$ cat src/rtl/brk_pkg.sv
package brk_pkg;
  // low three bits of the register address select the target register
  typedef enum logic [2:0] {
    SEL_ADDR_LO = 3'd2,
    SEL_ADDR_HI = 3'd3,
    SEL_EXPECT  = 3'd4,
    SEL_MASK    = 3'd5,
    SEL_CTRL    = 3'd6
  } reg_sel_e;

  localparam int CTRL_ENABLE_BIT = 0;
  localparam int CTRL_CLEAR_BIT  = 1;
endpackage

$ cat src/rtl/brk_regfile.sv
module brk_regfile
  import brk_pkg::*;
#(
  parameter int DATA_W = 8,
  parameter int ADDR_W = 16
) (
  input  logic              clk,
  input  logic              rst_n,
  input  logic              wr_en,
  input  logic [2:0]        wr_sel,
  input  logic [DATA_W-1:0] wr_data,
  output logic [ADDR_W-1:0] addr_ref,
  output logic [DATA_W-1:0] expect_q,
  output logic [DATA_W-1:0] mask_q,
  output logic              enable_q,
  output logic              clr_pulse
);
  logic [DATA_W-1:0] lo_q, lo_d, hi_q, hi_d;
  logic [DATA_W-1:0] exp_d, msk_d;
  logic              en_d;

  always_comb begin
    lo_d      = lo_q;
    hi_d      = hi_q;
    exp_d     = expect_q;
    msk_d     = mask_q;
    en_d      = enable_q;
    clr_pulse = 1'b0;
    if (wr_en) begin
      case (wr_sel)
        SEL_ADDR_LO: lo_d  = wr_data;
        SEL_ADDR_HI: hi_d  = wr_data;
        SEL_EXPECT:  exp_d = wr_data;
        SEL_MASK:    msk_d = wr_data;
        SEL_CTRL: begin
          en_d      = wr_data[CTRL_ENABLE_BIT];
          clr_pulse = wr_data[CTRL_CLEAR_BIT];
        end
        default: ;
      endcase
    end
  end

  always_ff @(posedge clk or negedge rst_n) begin
    if (!rst_n) begin
      lo_q     <= '0;
      hi_q     <= '0;
      expect_q <= '0;
      mask_q   <= '0;
      enable_q <= 1'b0;
    end else if (wr_en) begin
      lo_q     <= lo_d;
      hi_q     <= hi_d;
      expect_q <= exp_d;
      mask_q   <= msk_d;
      enable_q <= en_d;
    end
  end

  assign addr_ref = {hi_q, lo_q};

  assert_write_gate_R1: assert property (@(posedge clk) disable iff (!rst_n)
    !wr_en |=> ($stable(addr_ref) && $stable(expect_q) && $stable(mask_q) && $stable(enable_q)));
  assert_no_clear_without_write_R7: assert property (@(posedge clk) disable iff (!rst_n)
    clr_pulse |-> wr_en);
endmodule

$ cat src/rtl/brk_addr_cmp.sv
module brk_addr_cmp #(
  parameter int ADDR_W = 16,
  parameter int DATA_W = 8
) (
  input  logic              clk,
  input  logic              rst_n,
  input  logic [ADDR_W-1:0] bus_addr,
  input  logic [ADDR_W-1:0] addr_ref,
  output logic              addr_hit
);
  localparam int NBYTES = ADDR_W / DATA_W;

  // chain[i] is the enable handed down into byte i-1; top byte starts enabled
  logic [NBYTES:0] chain;
  assign chain[NBYTES] = 1'b1;

  for (genvar i = NBYTES - 1; i >= 0; i--) begin : g_byte
    logic byte_eq;
    assign byte_eq  = (bus_addr[i*DATA_W +: DATA_W] == addr_ref[i*DATA_W +: DATA_W]);
    assign chain[i] = chain[i+1] & byte_eq;
  end

  assign addr_hit = chain[0];

  assert_cascade_full_R3: assert property (@(posedge clk) disable iff (!rst_n)
    addr_hit |-> (bus_addr == addr_ref));
  assert_cascade_miss_R3: assert property (@(posedge clk) disable iff (!rst_n)
    (bus_addr != addr_ref) |-> !addr_hit);
endmodule

$ cat src/rtl/brk_qual.sv
module brk_qual #(
  parameter int QUAL_W = 8
) (
  input  logic [QUAL_W-1:0] live,
  input  logic [QUAL_W-1:0] expect_q,
  input  logic [QUAL_W-1:0] mask_q,
  output logic              qual_ok
);
  logic [QUAL_W-1:0] bit_ok;

  for (genvar i = 0; i < QUAL_W; i++) begin : g_bit
    assign bit_ok[i] = mask_q[i] | ~(live[i] ^ expect_q[i]);
  end

  assign qual_ok = &bit_ok;

  always_comb begin
    assert_full_mask_R5: assert (!(&mask_q) || qual_ok);
  end
endmodule

$ cat src/rtl/bus_brkpt_unit.sv
module bus_brkpt_unit
  import brk_pkg::*;
#(
  parameter int ADDR_W = 16,
  parameter int DATA_W = 8,
  parameter int SP_W   = 6,
  parameter int RA_W   = 4
) (
  input  logic              clk,
  input  logic              rst_n,
  input  logic              cfg_en,
  input  logic              cfg_io_n,
  input  logic [RA_W-1:0]   cfg_addr,
  input  logic [DATA_W-1:0] cfg_data,
  input  logic              bus_valid,
  input  logic [ADDR_W-1:0] bus_addr,
  input  logic              bus_rw,
  input  logic              bus_mio,
  input  logic [SP_W-1:0]   bus_sp,
  output logic              brk_irq
);
  localparam int QUAL_W = SP_W + 2;

  // reset asserts at once, releases on the clock
  logic [1:0] rst_pipe;
  logic       rst_sync_n;
  always_ff @(posedge clk or negedge rst_n) begin
    if (!rst_n) rst_pipe <= 2'b00;
    else        rst_pipe <= {rst_pipe[0], 1'b1};
  end
  assign rst_sync_n = rst_pipe[1];

  logic              wr_en, clr_pulse, enable_q, addr_hit, qual_ok, hit;
  logic [ADDR_W-1:0] addr_ref;
  logic [DATA_W-1:0] expect_q, mask_q;
  logic [QUAL_W-1:0] live_q;
  logic              irq_q, irq_d;

  assign wr_en  = cfg_en & ~cfg_io_n & cfg_addr[RA_W-1];
  assign live_q = {bus_sp, bus_mio, bus_rw};

  brk_regfile #(.DATA_W(DATA_W), .ADDR_W(ADDR_W)) u_regs (
    .clk(clk), .rst_n(rst_sync_n), .wr_en(wr_en), .wr_sel(cfg_addr[2:0]),
    .wr_data(cfg_data), .addr_ref(addr_ref), .expect_q(expect_q),
    .mask_q(mask_q), .enable_q(enable_q), .clr_pulse(clr_pulse)
  );

  brk_addr_cmp #(.ADDR_W(ADDR_W), .DATA_W(DATA_W)) u_cmp (
    .clk(clk), .rst_n(rst_sync_n), .bus_addr(bus_addr),
    .addr_ref(addr_ref), .addr_hit(addr_hit)
  );

  brk_qual #(.QUAL_W(QUAL_W)) u_qual (
    .live(live_q), .expect_q(expect_q[QUAL_W-1:0]),
    .mask_q(mask_q[QUAL_W-1:0]), .qual_ok(qual_ok)
  );

  assign hit = bus_valid & enable_q & addr_hit & qual_ok;

  // a new hit outranks a clear on the same edge
  always_comb begin
    irq_d = irq_q;
    if (clr_pulse) irq_d = 1'b0;
    if (hit)       irq_d = 1'b1;
  end

  always_ff @(posedge clk or negedge rst_sync_n) begin
    if (!rst_sync_n) irq_q <= 1'b0;
    else             irq_q <= irq_d;
  end

  assign brk_irq = irq_q;

  assert_irq_sticky_R7: assert property (@(posedge clk) disable iff (!rst_sync_n)
    (brk_irq && !clr_pulse) |=> brk_irq);
  assert_irq_cause_R9: assert property (@(posedge clk) disable iff (!rst_sync_n)
    $rose(brk_irq) |-> ($past(bus_valid) && $past(enable_q)));
  assert_hit_wins_R10: assert property (@(posedge clk) disable iff (!rst_sync_n)
    (hit && clr_pulse) |=> brk_irq);
  assert_clear_R7: assert property (@(posedge clk) disable iff (!rst_sync_n)
    (clr_pulse && !hit) |=> !brk_irq);
endmodule

$ cat config.mk
export PLATFORM = sky130hd
export DESIGN_NAME = bus_brkpt_unit
export DESIGN_NICKNAME = d
export VERILOG_FILES = /design/src/rtl/brk_pkg.sv /design/src/rtl/brk_regfile.sv /design/src/rtl/brk_addr_cmp.sv /design/src/rtl/brk_qual.sv /design/src/rtl/bus_brkpt_unit.sv
export SDC_FILE = /design/constraint.sdc
export NUM_CORES = 1
export LEC_CHECK = 0
export ABC_AREA = 1
export BUFFER_PORTS_ARGS = -buffer_cell sky130_fd_sc_hd__buf_2
export CAP_MARGIN = 20
export CORE_MARGIN = 4
export CORE_UTILIZATION = 54
export DETAILED_ROUTE_END_ITERATION = 8
export PLACE_DENSITY = 0.79
export SETUP_SLACK_MARGIN = 0.4
export SKIP_LAST_GASP = 1
export SYNTH_ARGS = -nofsm -noshare
export SYNTH_HDL_FRONTEND = slang
export SYNTH_SLANG_ARGS = --single-unit
$ cat constraint.sdc
create_clock -name clk -period 1.4 [get_ports clk]
set_input_delay 0.14 -clock clk [delete_from_list [all_inputs] [get_ports clk]]
set_output_delay 0.14 -clock clk [all_outputs]
set_load 0.02 [all_outputs]
==> impl_summary.log, run 1 <==
[metrics] core area: 3420 um^2
[metrics] GRT Overall Usage: 18.9%
[metrics] die height: 68.2 um
[metrics] area added between synthesis and finish: 18.6%
[metrics] DIE AREA: 4650 um^2
[metrics] fin crit share: 80.9%
[metrics] average via count per standard cell: 4.75
[metrics] unrepaired setup endpoints after global routing: yes
[metrics] setup_tns: 0 ns
[metrics] total overflow reported by the global router: 0
[metrics] mean instance size in the synthesized netlist: 8.47 um^2
[metrics] net switching power figure: 806 uW
[metrics] total CTS buffers: 5
[metrics] Hold Vio Cnt, Final: 0
[metrics] FF+latch count, synth: 36
[metrics] largest family of logic cells by synthesized area: simple AND/OR/NAND/NOR gates
[metrics] maximum level of the CTS H-tree: 2
[metrics] worst clock skew: 0.0119 ns
[metrics] critical path required time: 1.67 ns
[metrics] sequential group share of total power: 52.3%
[metrics] netlist area before placement: 1960 um^2
[metrics] Iter 0 DRT Violations: 43
[metrics] Antenna Cells: 0
[metrics] top post-synthesis cells by area: dfrtp_1 46%, nand2_1 14%, o21ai_2 8.1%
[metrics] number of sinks on the clock net: 36
[metrics] largest area contributor in the synthesized netlist: dfrtp_1
[metrics] Post-Route WL: 3740 um
[metrics] synth warn: 0
[metrics] I/O pins: 42
[metrics] num rows: 21
[metrics] clock network latency to the later pin of the worst-skew pair: 0.35 ns
[metrics] xor/xnor share of the synthesized area: 3.58%
[metrics] reported max-cap violation count: 0
[metrics] PwrDens: 1110 nW/um^2
[metrics] CTS tree: done
[metrics] crit path kind: register to register
[metrics] fraction of post-synthesis cell area in the top cell type by area: 46.1%
[metrics] maximum number of pins on one net before global-route repair: 27
[metrics] type of the most critical hold path: input pin to asynchronous set/reset pin
[metrics] global-route wire length before repair: 6350 um
[metrics] clock network fraction of design power: 23.1%
[metrics] DRC violation count after routing: 0
[metrics] cell count after placement: 315
[metrics] most frequent cells in the layout: 74 x nand2_1, 40 x buf_2, 35 x dfrtp_1
[metrics] Nets: 323
[metrics] number of buffers on the longest clock path: 2
[metrics] IO Port Bufs: 41
[metrics] Post-Syn Nets: 272
[metrics] Placer Congestion: 0.776
[metrics] VDD IR max: 0.000709 V
[metrics] average wire per standard cell: 11.4 um
[metrics] status: completed
[metrics] design internal power: 1.78 mW
[metrics] Worst Path Arrival: 1.40 ns
[metrics] synth unique cells: 24
[metrics] number of optimization iterations in the first detailed-route pass: 4
[metrics] library cell used as clock root buffer: clkbuf_4
[metrics] Switching Fraction: 31.2%
[metrics] Setup Slack @ Placement: 0.211 ns
[metrics] vias in the first global route: 1,496
[metrics] leakage power total: 1.23 nW
[metrics] area share of fa/ha/maj cells after synthesis: 0%
[metrics] final antenna-violating net count: 0
[metrics] Logic pwr share: 24.6%
[metrics] Die Span X: 68.2 um
[metrics] overall via count from detail_route: 1,562
[metrics] CP max FO: 2
[metrics] synthesized instance count: 231
[metrics] number of antenna violations at the first check in global routing: 0
[metrics] number of standard cells in the final layout excluding fillers: 329
[metrics] clock slew at reported path FFs: 0.11 ns
[metrics] share of layout cells above drive strength 1: 32.9%
[metrics] initial core utilization: 57.3%
[metrics] Critical Path End Type: register
[metrics] Final HPWL DP: 2950 um
[metrics] synthesized-area fraction occupied by ao, oa, aoi and oai cells: 13.4%
[metrics] fmax: 882 MHz
[metrics] startpoint type of the worst setup path: register
[metrics] portion of netlist area occupied by mux cells: 0%
[metrics] Util after Layout: 67.9%
[metrics] Post-Synth Simple-Gate Area: 27.5%
[metrics] final period demand of the worst path: 1.13 ns
[metrics] number of max-slew violations in the final report: 0
[metrics] most common library cell in the layout ignoring fill and taps: nand2_1
[metrics] sequential cell area fraction in the yosys report: 46.1%
[metrics] count of fill cells added during filler insertion: 306
[metrics] crit path setup slack, layout: 0.267 ns
[metrics] Setup-failing EPs final: 0
==> timing repair <==
action                                  4_1_cts  5_1_grt
pin swaps                                     8        0
resized for setup                             5        3
hold buffers                                  1        0
endpoints found under the setup margin        2        2
buffers inserted                              5        0
endpoints found under the hold margin         2        0
cloned                                        0        0
==> routing by layer <==
layer / vias to the layer above / part of all wire (%) / track usage, %
met5: - / 0 / 0
met4: 0 / 1.5 / 7.20
met3: 6 / 6.4 / 5.75
li1: 817 / - / -
met1: 701 / 42 / 22.1
met2: 38 / 50 / 32.3
==> synthesized netlist by cell type (all sizes together) <==
cell	n
o21bai	1
a21oi	3
nor2	18
dfrtp	36
xnor2	7
nand3b	2
conb	1
xor2	1
o21ai	33
buf	4
or2	3
nand3	2
inv	34
nand2	80
nand4	5
o21a	1
==> final cells by class <==
type | instances | area, um^2 | area share (%)
inverters | 34 | 128 | 5.50
clock buffers | 7 | 55.1 | 2.37
repair buffers | 48 | 279 | 12.0
flip-flops and latches | 36 | 902 | 38.9
well taps | 46 | 57.6 | 2.48
clock inverters | 1 | 7.51 | 0.324
multi-input cells | 157 | 891 | 38.4
==> per-stage QoR <==
step	hold WS [ns]	total power [mW]	cell area (um^2)
global route	0.0997	2.76	2320
detailed placement	-0.0735	1.96	2190
finish	0.0931	2.58	2320
floorplan	-0.156	1.78	1960
global placement	-0.0722	1.93	2190
CTS	0.0843	2.58	2310
==> logic make-up after synthesis <==
family / count (synthesis)
AO/OA/AOI/OAI: 38
XOR/XNOR: 8
buffers and inverters: 38
flip-flops: 36
other: 1
AND/OR/NAND/NOR: 110
==> critical path: stages, from the launching register on <==
cell,delay (ns)
dfrtp_1,0.40
or2_4,0.22
nand2_1,0.05
nand2_1,0.05
nor2_1,0.12
nand3_1,0.09
o21bai_1,0.14
==> power by group through the flow <==
| stage | Sequential, mW | Clock [mW] | Combinational (mW) |
|---|---|---|---|
| floorplan | 1.35 | 0 | 0.429 |
| global placement | 1.37 | 0 | 0.561 |
| detailed placement | 1.37 | 0 | 0.585 |
| CTS | 1.35 | 0.600 | 0.634 |
| global route | 1.38 | 0.652 | 0.730 |
| finish | 1.35 | 0.597 | 0.634 |
==> worst paths after layout <==
kind | startpoint | depth (start not counted) | slack (ns) | endpoint
worst max-delay path | u_regs.expect_q[3] | 6 | 0.27 | brk_irq
worst min-delay path | rst_n | 2 | 0.09 | rst_pipe[1]
worst max register to register | u_regs.expect_q[3] | 6 | 0.27 | brk_irq
worst min register to register | rst_pipe[1] | 0 | 0.13 | u_regs.lo_q[2]
max in group asynchronous | rst_pipe[1] | 1 | 0.87 | u_regs.lo_q[5]
min in group clk | cfg_data[3] | 3 | 0.12 | u_regs.lo_q[3]
==> sequential cells by signal, indices dropped and copies added (netlist names) <==
name,count
brk_irq,1
rst_pipe,2
u_regs.enable_q,1
u_regs.expect_q,8
u_regs.hi_q,8
u_regs.lo_q,8
u_regs.mask_q,8
(Power assumes the default switching activity.)
==> run 2: changes to the inputs <==
Settings changed: CORE_UTILIZATION 54 to 49, PLACE_DENSITY 0.79 to 0.76.
Clock period 1.4 ns to 0.95 ns, I/O delays scaled along.
==> run 2 against run 1 <==
Flip-flop and latch count stayed put; total power is 63% higher; global-route usage is 1.6 points higher; sequential power is 50% higher; largest cell class is now multi-input gates; design area is 17% higher; the run now ends with negative setup slack left; routed wire length is 29% higher; first-iteration DRC count is 58% higher.
==> impl_summary.log, run 2 (same netlist as run 1, synthesis figures left out) <==
[metrics] initial core utilization: 51.9%
[metrics] leakage power total: 1.37 nW
[metrics] design internal power: 2.90 mW
[metrics] Iter 0 DRT Violations: 68
[metrics] average wire per standard cell: 14.2 um
[metrics] Critical Path End Type: register
[metrics] die height: 71.2 um
[metrics] fmax: 871 MHz
[metrics] Worst Path Arrival: 1.38 ns
[metrics] reported max-cap violation count: 0
[metrics] global-route wire length before repair: 7820 um
[metrics] PwrDens: 1560 nW/um^2
[metrics] type of the most critical hold path: input pin to asynchronous set/reset pin
[metrics] GRT Overall Usage: 20.5%
[metrics] IO Port Bufs: 41
[metrics] Setup-failing EPs final: 1
[metrics] most frequent cells in the layout: 64 x nand2_1, 36 x buf_2, 35 x dfrtp_1
[metrics] final period demand of the worst path: 1.15 ns
[metrics] Final HPWL DP: 3020 um
[metrics] Die Span X: 71.2 um
[metrics] ordered cell list for the critical path: or2_4 -> nand2_2 -> nand2_1 -> nor2_2 -> nand3_1 -> o21bai_1
[metrics] failing checks: negative setup slack
[metrics] overall via count from detail_route: 1,712
[metrics] area added between synthesis and finish: 38.5%
[metrics] post-detailed-placement cell area: 2290 um^2
[metrics] clock network latency to the later pin of the worst-skew pair: 0.30 ns
[metrics] status: finished with violations
[metrics] worst clock skew: 0.00444 ns
[metrics] number of buffers on the longest clock path: 2
[metrics] I/O pins: 42
[metrics] net switching power figure: 1.32 mW
[metrics] Util after Layout: 71.8%
[metrics] Hold Vio Cnt, Final: 0
[metrics] DIE AREA: 5070 um^2
[metrics] crit path kind: register to register
[metrics] CTS tree: done
[metrics] Logic pwr share: 28.0%
[metrics] fin crit share: 121%
[metrics] library cell used as clock root buffer: clkbuf_8
[metrics] crit path setup slack, layout: -0.198 ns
[metrics] logic depth of the worst register-to-register path: 6
[metrics] Antenna Cells: 0
[metrics] vias in the first global route: 1,667
[metrics] number of max-slew violations in the final report: 0
[metrics] number of sinks on the clock net: 36
[metrics] share of layout cells above drive strength 1: 40.3%
[metrics] clock slew at reported path FFs: 0.07 ns
[metrics] Setup Slack @ Placement: -0.168 ns
[metrics] average via count per standard cell: 5.02
[metrics] Placer Congestion: 0.716
[metrics] total overflow reported by the global router: 0
[metrics] maximum number of pins on one net before global-route repair: 18
[metrics] DRC violation count after routing: 0
[metrics] num rows: 22
[metrics] number of antenna violations at the first check in global routing: 0
[metrics] core area: 3770 um^2
[metrics] critical path required time: 1.18 ns
[metrics] maximum level of the CTS H-tree: 2
[metrics] final design instance area without fill: 2710 um^2
[metrics] total CTS buffers: 5
[metrics] CP max FO: 2
[metrics] startpoint type of the worst setup path: register
[metrics] sequential group share of total power: 48.1%
[metrics] clock network fraction of design power: 24.0%
[metrics] highest-delay cell along the critical path: dfrtp_1
[metrics] Post-Route WL: 4840 um
[metrics] Nets: 335
[metrics] unrepaired setup endpoints after global routing: yes
[metrics] VDD IR max: 0.00114 V
[metrics] number of optimization iterations in the first detailed-route pass: 4
[metrics] Switching Fraction: 31.3%
[metrics] final antenna-violating net count: 0
[metrics] delay contributed by the slowest stage of the critical path: 0.40 ns
[metrics] most common library cell in the layout ignoring fill and taps: nand2_1
## run 2: cell count changes in the layout (fill, tap and decap cells not counted), moves of 4 or more
| cell | previous run | this run |
|---|---|---|
| nand2_1 | 74 | 64 |
| buf_6 | 1 | 9 |
| nand2_4 | 0 | 7 |
| clkbuf_4 | 5 | 0 |
| o21ai_2 | 18 | 23 |
| buf_12 | 1 | 5 |
| buf_2 | 40 | 36 |
| clkbuf_8 | 1 | 5 |
| o21ai_1 | 14 | 10 |
## run 2: power by group through the flow
stage | Combinational [mW] | Clock (mW) | Sequential [mW]
final | 1.18 | 1.01 | 2.03
after global routing | 1.31 | 1.10 | 2.06
after CTS | 1.08 | 1.02 | 1.99
after detailed placement | 0.944 | 0 | 2.03
after global placement | 0.907 | 0 | 2.02
after floorplan | 0.645 | 0 | 1.99
## run 2: worst paths after layout
kind | startpoint | end | slack [ns]
max | u_regs.expect_q[2] | brk_irq | -0.20
min | rst_n | rst_pipe[1] | 0.10
max reg2reg | u_regs.expect_q[2] | brk_irq | -0.20
min reg2reg | rst_pipe[1] | u_regs.hi_q[4] | 0.26
max in group asynchronous | rst_pipe[1] | u_regs.mask_q[1] | 0.54
min in group clk | cfg_data[2] | u_regs.expect_q[2] | 0.12
## run 2: per-stage QoR
step           TNS [ns]  total power, mW  instances  hold slack, ns
3_3_place_gp      -2.69             2.93        325          -0.119
5_1_grt          -0.347             4.47        341           0.110
4_1_cts          -0.172             4.09        339          0.0997
2_1_floorplan   -0.0626             2.63        231          -0.201
6_report         -0.198             4.22        341           0.105
3_5_place_dp      -3.33             2.98        325          -0.117
## run 2: repair_timing
action | in CTS | in global routing
endpoints found under the hold margin | 2 | 0
pin swaps | 11 | 4
setup buffers | 4 | 1
hold buffers | 1 | 0
gates cloned | 3 | 1
setup endpoints to repair | 69 | 35
gates resized for setup | 26 | 24
## run 2: area by class of cell
class                      count  area, um^2
clock buffer                   6        72.6
sequential                    36         905
multi-input combinational    159        1030
inverter                      34         133
tap                           48        60.1
timing repair buffer          58         504
fill                         276        1060
## run 2: worst max-delay path, delay by kind of cell, from the launching register on
family | cells | cell delay (ns)
AOI/OAI and AO/OA | 1 | 0.13
DFF | 1 | 0.40
and+or+nand+nor | 5 | 0.55
## run 2: per-layer routing
metal  wire (um)  track usage (%)  up-vias  share of wire [%]
li1            -                -      849                  -
met1        2010             25.4      791                 42
met2        2340             32.6       63                 48
met3         398             7.95        9                8.2
met4          92             6.89        0                1.9
met5           0                0        -                  0
==> run 3: changes to the inputs <==
Settings changed: SKIP_LAST_GASP 1 to default.
==> run 3 against run 2 <==
The run still ends with negative setup slack left; first-iteration DRC count down 7.4%; global-route usage increased by 0.76 points; core utilization is 0.53 points lower; register-to-register slack hardly changed; design area fell by 0.74%; clock power about the same; flip-flop and latch count is the same; routed wire length increased by 0.60%; largest cell class unchanged; highest routed layer unchanged.
==> impl_summary.log, run 3 (same netlist as run 1, synthesis figures left out) <==
[metrics] status: finished with violations
[metrics] failing checks: negative setup slack
[metrics] global-route wire length before repair: 8100 um
[metrics] final antenna-violating net count: 0
[metrics] share of layout cells above drive strength 1: 40.1%
[metrics] I/O pins: 42
[metrics] clock slew at reported path FFs: 0.07 ns
[metrics] number of max-slew violations in the final report: 0
[metrics] most frequent cell on the critical path: nand2_1
[metrics] type of the most critical hold path: input pin to asynchronous set/reset pin
[metrics] Worst Path Arrival: 1.36 ns
[metrics] most frequent cells in the layout: 63 x nand2_1, 36 x buf_2, 35 x dfrtp_1
[metrics] die height: 71.2 um
[metrics] Util after Layout: 71.3%
[metrics] IO Port Bufs: 41
[metrics] crit path kind: register to register
[metrics] average wire per standard cell: 14.3 um
[metrics] overall via count from detail_route: 1,696
[metrics] leakage power total: 1.36 nW
[metrics] critical path required time: 1.18 ns
[metrics] initial core utilization: 51.9%
[metrics] PwrDens: 1560 nW/um^2
[metrics] number of buffers on the longest clock path: 2
[metrics] CTS tree: done
[metrics] ordered cell list for the critical path: or2_4 -> nand2_1 -> nand2_1 -> nor2_1 -> nand3_1 -> o21bai_1
[metrics] total CTS buffers: 5
[metrics] Antenna Cells: 0
[metrics] startpoint type of the worst setup path: register
[metrics] CP max FO: 2
[metrics] fin crit share: 120%
[metrics] GRT Overall Usage: 21.2%
[metrics] num rows: 22
[metrics] maximum level of the CTS H-tree: 2
[metrics] area added between synthesis and finish: 37.4%
[metrics] reported max-cap violation count: 0
[metrics] Post-Route WL: 4870 um
[metrics] Iter 0 DRT Violations: 63
[metrics] fmax: 881 MHz
[metrics] delay contributed by the slowest stage of the critical path: 0.39 ns
[metrics] unrepaired setup endpoints after global routing: yes
[metrics] Final HPWL DP: 3020 um
[metrics] average via count per standard cell: 4.99
[metrics] DRC violation count after routing: 0
[metrics] total overflow reported by the global router: 0
[metrics] Critical Path End Type: register
[metrics] highest-delay cell along the critical path: dfrtp_1
[metrics] clock network latency to the later pin of the worst-skew pair: 0.30 ns
[metrics] Nets: 334
[metrics] core area: 3770 um^2
[metrics] Setup-failing EPs final: 1
[metrics] library cell used as clock root buffer: clkbuf_8
[metrics] worst clock skew: 0.00380 ns
[metrics] DIE AREA: 5070 um^2
[metrics] final period demand of the worst path: 1.14 ns
[metrics] Die Span X: 71.2 um
[metrics] VDD IR max: 0.00113 V
[metrics] number of antenna violations at the first check in global routing: 0
[metrics] maximum number of pins on one net before global-route repair: 18
[metrics] crit path setup slack, layout: -0.185 ns
[metrics] Tot Pwr: 4.19 mW
[metrics] number of optimization iterations in the first detailed-route pass: 4
[metrics] Hold Vio Cnt, Final: 0
[metrics] Placer Congestion: 0.716
[metrics] most common library cell in the layout ignoring fill and taps: nand2_1
[metrics] number of sinks on the clock net: 36
[metrics] vias in the first global route: 1,752
[run 3: layout make-up]
cell class | count | area, um^2
repair buffers | 57 | 472
clock buffers | 6 | 72.6
well taps | 48 | 60.1
flip-flops and latches | 36 | 905
fillers | 272 | 1080
inverters | 34 | 135
multi-input cells | 159 | 1040
[run 3: worst max-delay path, delay by kind of cell, from the launching register on]
kind	cells	cell delay [ns]
flip-flops	1	0.39
AO/OA/AOI/OAI	1	0.13
AND/OR/NAND/NOR	5	0.54
[run 3: stage by stage]
step / hold WS [ns] / setup WS, ns / cells / cell area (um^2) / setup TNS, ns
2_1_floorplan: -0.201 / -0.0626 / 231 / 1990 / -0.0626
3_3_place_gp: -0.119 / -0.135 / 325 / 2290 / -2.69
3_5_place_dp: -0.117 / -0.168 / 325 / 2290 / -3.33
4_1_cts: 0.0997 / -0.172 / 339 / 2650 / -0.172
5_1_grt: 0.112 / -0.300 / 340 / 2690 / -0.325
6_report: 0.109 / -0.185 / 340 / 2690 / -0.185
[run 3: where the power goes]
group	total [mW]	leakage [nW]	internal (mW)	switching, mW
sequential	2.03	0.464	1.80	0.226
combinational	1.16	0.856	0.581	0.577
clock	1.01	0.0371	0.488	0.518
total	4.19	1.36	2.87	1.32
[run 3: final timing paths]
| path | startpoint | to | slack, ns | cells past startpoint |
|---|---|---|---|---|
| min in group clk | cfg_data[2] | u_regs.expect_q[2] | 0.13 | 3 |
| max reg2reg | u_regs.expect_q[3] | brk_irq | -0.19 | 6 |
| max | u_regs.expect_q[3] | brk_irq | -0.19 | 6 |
| min reg2reg | rst_pipe[1] | u_regs.mask_q[2] | 0.26 | 1 |
| max in group asynchronous | rst_pipe[1] | u_regs.lo_q[3] | 0.54 | 1 |
| min | rst_n | rst_pipe[1] | 0.11 | 2 |
[run 3: timing repair]
action	4_1_cts	5_1_grt
endpoints found under the setup margin	69	35
gates resized for setup	43	8
hold endpoints to repair	2	0
gates cloned	3	0
setup buffers	4	1
hold buffers	1	0
pin swaps	17	8
[run 3: metal layers]
layer / vias to the layer above / track usage (%) / wire (um)
li1: 846 / - / -
met1: 799 / 25.4 / 2010
met2: 40 / 35.1 / 2450
met3: 11 / 7.53 / 274
met4: 0 / 7.72 / 140
met5: - / 0 / 0
